$ cat config.mk
export PLATFORM = sky130hd
export DESIGN_NAME = tmr_evt_irq
export DESIGN_NICKNAME = d
export VERILOG_FILES = /design/src/rtl/tei_pkg.sv /design/src/rtl/tei_wrap_det.sv /design/src/rtl/tei_cmp_det.sv /design/src/rtl/tei_edge_det.sv /design/src/rtl/tei_status_reg.sv /design/src/rtl/tmr_evt_irq.sv
export SDC_FILE = /design/constraint.sdc
export NUM_CORES = 1
export LEC_CHECK = 0
export ABC_AREA = 0
export BUFFER_PORTS_ARGS = -buffer_cell sky130_fd_sc_hd__buf_2
export CORE_MARGIN = 1
export CORE_UTILIZATION = 38
export DETAILED_ROUTE_END_ITERATION = 16
export PLACE_DENSITY_LB_ADDON = 0.1
export SKIP_CTS_REPAIR_TIMING = 1
export SLEW_MARGIN = 25
export SYNTH_ARGS = -nofsm -noshare
export SYNTH_HDL_FRONTEND = slang
export SYNTH_SLANG_ARGS = --single-unit
$ cat constraint.sdc
create_clock -name clk -period 1.7 [get_ports clk]
set_input_delay 0.425 -clock clk [delete_from_list [all_inputs] [get_ports clk]]
set_output_delay 0.425 -clock clk [all_outputs]
set_load 0.1 [all_outputs]
$ cat src/rtl/tei_pkg.sv
package tei_pkg;
   // Active edge selection for the edge channels
   typedef enum logic {
      POL_RISE = 1'b0,
      POL_FALL = 1'b1
   } tei_pol_e;

   // Fixed field anchors of the status word; the wrap field follows the compare field
   localparam int unsigned EDGE_LSB = 0;
   localparam int unsigned CMP_LSB  = 4;
endpackage

$ cat src/rtl/tei_wrap_det.sv
module tei_wrap_det #(
   parameter int unsigned CH_NUM = 4,
   parameter int unsigned CNT_W  = 16
) (
   input  logic                      clk,
   input  logic                      rst_n,
   input  logic                      arm,
   input  logic [CH_NUM*CNT_W-1:0]   cnt_val,
   input  logic [CH_NUM-1:0]         cnt_down,
   output logic [CH_NUM-1:0]         wrap_evt
);
   localparam logic [CNT_W-1:0] CNT_MAX = '1;
   localparam logic [CNT_W-1:0] CNT_MIN = '0;

   for (genvar c = 0; c < CH_NUM; c++) begin : g_ch
      logic [CNT_W-1:0] prev_q;
      logic [CNT_W-1:0] cur;
      logic             up_wrap;
      logic             dn_wrap;

      assign cur = cnt_val[c*CNT_W +: CNT_W];

      always_ff @(posedge clk or negedge rst_n) begin
         if (!rst_n) prev_q <= '0;
         else        prev_q <= cur;
      end

      assign up_wrap     = !cnt_down[c] && (prev_q == CNT_MAX) && (cur == CNT_MIN);
      assign dn_wrap     =  cnt_down[c] && (prev_q == CNT_MIN) && (cur == CNT_MAX);
      assign wrap_evt[c] = arm && (up_wrap || dn_wrap);
   end
endmodule

$ cat src/rtl/tei_cmp_det.sv
module tei_cmp_det #(
   parameter int unsigned CH_NUM = 4,
   parameter int unsigned CNT_W  = 16
) (
   input  logic                      clk,
   input  logic                      rst_n,
   input  logic                      arm,
   input  logic [CNT_W-1:0]          tmr_frt,
   input  logic [CH_NUM*CNT_W-1:0]   ch_time,
   input  logic [CH_NUM-1:0]         tmr_mode,
   output logic [CH_NUM-1:0]         cmp_evt
);
   for (genvar c = 0; c < CH_NUM; c++) begin : g_ch
      logic eq_now;
      logic eq_q;

      assign eq_now = (tmr_frt == ch_time[c*CNT_W +: CNT_W]);

      // Equality history is kept regardless of mode so a match never fires late
      always_ff @(posedge clk or negedge rst_n) begin
         if (!rst_n) eq_q <= 1'b0;
         else        eq_q <= eq_now;
      end

      assign cmp_evt[c] = arm && tmr_mode[c] && eq_now && !eq_q;
   end
endmodule

$ cat src/rtl/tei_edge_det.sv
module tei_edge_det #(
   parameter int unsigned EDGE_CH     = 2,
   parameter int unsigned SYNC_STAGES = 2
) (
   input  logic               clk,
   input  logic               rst_n,
   input  logic [EDGE_CH-1:0] edge_in,
   input  logic [EDGE_CH-1:0] edge_pol,
   output logic [EDGE_CH-1:0] edge_evt
);
   import tei_pkg::*;

   localparam int unsigned HIST_W = SYNC_STAGES + 1;

   for (genvar e = 0; e < EDGE_CH; e++) begin : g_edge
      logic [HIST_W-1:0] hist_q;
      logic              cur_lvl;
      logic              old_lvl;

      always_ff @(posedge clk or negedge rst_n) begin
         if (!rst_n) hist_q <= '0;
         else        hist_q <= {hist_q[HIST_W-2:0], edge_in[e]};
      end

      assign cur_lvl = hist_q[SYNC_STAGES-1];
      assign old_lvl = hist_q[SYNC_STAGES];

      always_comb begin
         if (edge_pol[e] == POL_FALL) edge_evt[e] = !cur_lvl &&  old_lvl;
         else                         edge_evt[e] =  cur_lvl && !old_lvl;
      end
   end
endmodule

$ cat src/rtl/tei_status_reg.sv
module tei_status_reg #(
   parameter int unsigned       REG_W = 32,
   parameter logic [REG_W-1:0]  WMASK = '0
) (
   input  logic             clk,
   input  logic             rst_n,
   input  logic [REG_W-1:0] set_vec,
   input  logic             wr_en,
   input  logic [REG_W-1:0] wr_data,
   input  logic [REG_W-1:0] irq_mask,
   output logic [REG_W-1:0] status,
   output logic             irq
);
   logic [REG_W-1:0] status_q;
   logic [REG_W-1:0] kept;
   logic             irq_q;

   // Write of 0 clears, write of 1 keeps; new events override the clear
   always_comb begin
      kept = wr_en ? (status_q & wr_data) : status_q;
   end

   always_ff @(posedge clk or negedge rst_n) begin
      if (!rst_n) begin
         status_q <= '0;
         irq_q    <= 1'b0;
      end else begin
         status_q <= (kept | set_vec) & WMASK;
         irq_q    <= |(status_q & irq_mask);
      end
   end

   assign status = status_q;
   assign irq    = irq_q;
endmodule

$ cat src/rtl/tmr_evt_irq.sv
module tmr_evt_irq #(
   parameter int unsigned CH_NUM      = 4,
   parameter int unsigned CNT_W       = 16,
   parameter int unsigned EDGE_CH     = 2,
   parameter int unsigned REG_W       = 32,
   parameter int unsigned SYNC_STAGES = 2
) (
   input  logic                     clk,
   input  logic                     rst_n,
   input  logic [CH_NUM*CNT_W-1:0]  cnt_val,
   input  logic [CH_NUM-1:0]        cnt_down,
   input  logic [CNT_W-1:0]         tmr_frt,
   input  logic [CH_NUM*CNT_W-1:0]  ch_time,
   input  logic [CH_NUM-1:0]        tmr_mode,
   input  logic [EDGE_CH-1:0]       edge_in,
   input  logic [EDGE_CH-1:0]       edge_pol,
   input  logic                     wr_en,
   input  logic [REG_W-1:0]         wr_data,
   output logic [REG_W-1:0]         rd_data,
   input  logic [REG_W-1:0]         irq_mask,
   output logic                     irq
);
   import tei_pkg::*;

   localparam int unsigned WRAP_LSB = CMP_LSB + CH_NUM;
   localparam logic [REG_W-1:0] EDGE_ONES = {{(REG_W-EDGE_CH){1'b0}}, {EDGE_CH{1'b1}}};
   localparam logic [REG_W-1:0] CH_ONES   = {{(REG_W-CH_NUM){1'b0}}, {CH_NUM{1'b1}}};
   localparam logic [REG_W-1:0] WMASK     = (EDGE_ONES << EDGE_LSB)
                                          | (CH_ONES << CMP_LSB)
                                          | (CH_ONES << WRAP_LSB);

   // Elaboration-time parameter checks
   if (CH_NUM < 1 || CNT_W < 2) begin : g_bad_ch
      $error("tmr_evt_irq: CH_NUM must be >= 1 and CNT_W >= 2");
   end
   if (EDGE_CH < 1 || EDGE_CH > CH_NUM || EDGE_LSB + EDGE_CH > CMP_LSB) begin : g_bad_edge
      $error("tmr_evt_irq: EDGE_CH out of range");
   end
   if (WRAP_LSB + CH_NUM > REG_W) begin : g_bad_regw
      $error("tmr_evt_irq: REG_W too small for the status fields");
   end
   if (SYNC_STAGES < 2) begin : g_bad_sync
      $error("tmr_evt_irq: SYNC_STAGES must be >= 2");
   end

   // Gates the value/equality histories for the first cycle after reset
   logic arm_q;
   always_ff @(posedge clk or negedge rst_n) begin
      if (!rst_n) arm_q <= 1'b0;
      else        arm_q <= 1'b1;
   end

   logic [CH_NUM-1:0]  wrap_evt;
   logic [CH_NUM-1:0]  cmp_evt;
   logic [EDGE_CH-1:0] edge_evt;
   logic [REG_W-1:0]   set_vec;

   tei_wrap_det #(.CH_NUM(CH_NUM), .CNT_W(CNT_W)) u_wrap (
      .clk      (clk),
      .rst_n    (rst_n),
      .arm      (arm_q),
      .cnt_val  (cnt_val),
      .cnt_down (cnt_down),
      .wrap_evt (wrap_evt)
   );

   tei_cmp_det #(.CH_NUM(CH_NUM), .CNT_W(CNT_W)) u_cmp (
      .clk      (clk),
      .rst_n    (rst_n),
      .arm      (arm_q),
      .tmr_frt  (tmr_frt),
      .ch_time  (ch_time),
      .tmr_mode (tmr_mode),
      .cmp_evt  (cmp_evt)
   );

   tei_edge_det #(.EDGE_CH(EDGE_CH), .SYNC_STAGES(SYNC_STAGES)) u_edge (
      .clk      (clk),
      .rst_n    (rst_n),
      .edge_in  (edge_in),
      .edge_pol (edge_pol),
      .edge_evt (edge_evt)
   );

   always_comb begin
      set_vec = '0;
      set_vec[EDGE_LSB +: EDGE_CH] = edge_evt;
      set_vec[CMP_LSB  +: CH_NUM]  = cmp_evt;
      set_vec[WRAP_LSB +: CH_NUM]  = wrap_evt;
   end

   tei_status_reg #(.REG_W(REG_W), .WMASK(WMASK)) u_stat (
      .clk      (clk),
      .rst_n    (rst_n),
      .set_vec  (set_vec),
      .wr_en    (wr_en),
      .wr_data  (wr_data),
      .irq_mask (irq_mask),
      .status   (rd_data),
      .irq      (irq)
   );
endmodule

==> impl_metrics.json <==
{
  "worst-path-buf-inv": 1,
  "yosysTopAreaCellShare": 0.547,
  "start_util": 0.397,
  "synth_largest_area_cell": "dfrtp_1",
  "layout.nets": 765,
  "route.detailed.drc": 0,
  "violations": "negative hold slack",
  "die_height_um": 104,
  "io_buffers": 189,
  "fp.dieW_um": 104,
  "endpoint_kind": "output port",
  "grt_max_degree": 35,
  "ff_latch_area_um2": 2150,
  "path_clk_slew_ns": 0.09,
  "cts-root-buf": "clkbuf_8",
  "numClockSinks": 86,
  "wirelength_um": 10100,
  "setup_viol": 0,
  "p_leak_nw": 2.37,
  "synthArstFlopShare": 1.00,
  "nFillCells": 940,
  "status": "finished, violations left",
  "cp_max_fo": 3,
  "io_pins": 256,
  "fin_worst_skew_ns": 0.00848,
  "dp_cells": 664,
  "synthFlopType": "dfrtp_1",
  "path_cells": "buf_2",
  "antenna_found_initial": 1,
  "synth_area_leaders": "dfrtp_1 55%, xnor2_1 14%, nand4_1 7.0%, buf_4 4.2%, nor4_1 4.1%",
  "finalHoldViolations": 3,
  "clock_latency_ns": 0.34,
  "max-vdd-ir-drop_mv": 0.453,
  "finalPower_mw": 4.60,
  "numCtsBuffers": 9,
  "ys_top_cells_by_count": "86 x dfrtp_1, 64 x xnor2_1, 44 x nand4_1",
  "holdWs_ns": -0.000903,
  "finalWorstSetupSlack_ns": 0.0502,
  "ctsHtreeMaxLevel": 3,
  "hold_class": "primary input to asynchronous set/reset pin",
  "wire_per_inst_um": 14.8,
  "viasPerCell": 4.91,
  "crit_type": "flip-flop to output port",
  "multi_input_area_um2": 1630,
  "area_growth_pct": 33.5,
  "grt_pass1_wl_um": 16700,
  "dr.pass1.iters": 6,
  "ys_seq_elements": 86,
  "worstPathArrival_ns": 1.22,
  "vias": 3336,
  "maxSlewViolCount": 0,
  "gp_congestion": 0.814,
  "max_stage_delay_ns": 0.46,
  "fp.coreArea_um2": 9910,
  "period_needed_ns": 1.65,
  "synth_edf_count": 0,
  "ys_seq_area_frac": 0.547,
  "rsz0062_at_grt": "false",
  "dr.first_iter.drc_count": 116,
  "ys_types": 32,
  "rows": 36,
  "cts_buffer_depth": 2,
  "post-place-ws_ns": -0.182,
  "drive_gt1_frac": 0.401,
  "die_area_um2": 10800,
  "grt_pass1_vias": 3485,
  "track_usage": 0.197,
  "fmax_mhz": 606,
  "grt_overflow": 0,
  "synth_most_common_cell": "dfrtp_1",
  "post-route-period-util": 0.970,
  "stdcell_count": 680,
  "ant_nets": 0,
  "crit_slowest_cell": "buf_2",
  "synth_area_per_cell_um2": 11.4,
  "power.density_nw_per_um2": 876,
  "dp.final_hpwl_um": 8330,
  "syn-cell-area_um2": 3930,
  "cts_tree": "done",
  "synthCells": 345,
  "ys_warn_count": 0,
  "drv_cap": 0,
  "start_kind": "flip-flop",
  "cp_data_required_time_ns": 1.27,
  "cpLargestDelayFamily": "buffers and inverters"
}
[per-stage QoR]
step	TNS [ns]	instance area [um^2]	util	hold slack, ns
finish	0	5250	0.530	-0.000903
global route	0	5250	0.530	0.00414
CTS	-0.00519	5250	0.530	-0.00397
detailed placement	-0.519	5040	0.508	0.338
global placement	-0.549	5040	0.508	0.335
floorplan	0	4010	-	0.129
[placed cells by master, fill, tap and decap left out, types with 2 or more instances in the layout]
master	n
buf_2	188
a22oi_1	3
nor3_1	3
nand2_1	12
o21ai_0	10
nor4b_1	2
clkbuf_8	9
and4_1	3
buf_4	14
nand3_1	7
bufinv_16	2
a21bo_1	4
nor2_1	6
nor4_1	26
o41ai_1	3
clkinvlp_4	2
o211ai_1	2
nand4_1	44
dfrtp_1	85
nand4b_1	4
buf_12	2
o31a_1	4
or4_1	11
conb_1	23
xnor2_1	64
[flip-flops by register name, indices dropped and copies added (netlist names)]
signal,cells
u_wrap.g_ch.prev_q,64
u_stat.status,10
u_edge.g_edge.hist_q,6
u_cmp.g_ch.eq_q,4
arm_q,1
u_stat.irq,1
[area by class of cell]
| type | instances | area share |
|---|---|---|
| Sequential cell | 86 | 0.410 |
| Multi-Input combinational cell | 240 | 0.310 |
| Timing Repair Buffer | 204 | 0.207 |
| Tap cell | 133 | 0.0317 |
| Clock buffer | 10 | 0.0243 |
| Clock inverter | 5 | 0.0160 |
| Inverter | 1 | 0.000715 |
| Antenna cell | 1 | 0.000477 |
[worst paths after layout]
| path | depth (start not counted) | end | startpoint | slack [ns] |
|---|---|---|---|---|
| max reg2reg | 4 | u_stat.status[8]$_DFF_PN0_ | arm_q$_DFF_PN0_ | 0.12 |
| max | 1 | rd_data[7] | u_stat.status[7]$_DFF_PN0_ | 0.05 |
| min | 1 | u_wrap.g_ch[2].prev_q[15]$_DFF_PN0_ | rst_n | -0.0009 |
| min in group clk | 1 | u_edge.g_edge[0].hist_q[0]$_DFF_PN0_ | edge_in[0] | 0.19 |
| min reg2reg | 0 | u_edge.g_edge[0].hist_q[1]$_DFF_PN0_ | u_edge.g_edge[0].hist_q[0]$_DFF_PN0_ | 0.35 |
| max in group asynchronous | 2 | u_wrap.g_ch[1].prev_q[7]$_DFF_PN0_ | rst_n | 1.21 |
[logic make-up after synthesis]
group	after synthesis	synth area share
simple gates	124	0.196
flops	86	0.547
xor+xnor	64	0.142
buf+inv	40	0.0592
compound gates	29	0.0538
other cells	2	0.00191
[report_power, final]
part	total, mW	switching, mW	internal [mW]
clock network	1.53	0.704	0.825
registers	2.19	0.0530	2.14
logic	0.879	0.561	0.318
total	4.60	1.32	3.28
[metal layers]
layer	GRT usage	vias up	part of all wire
li1	-	1629	-
met3	0.0623	6	0.072
met2	0.329	127	0.48
met5	0	-	0
met1	0.251	1574	0.44
met4	0.0449	0	0.0073
Note: power is estimated with default switching activity, not from simulation.
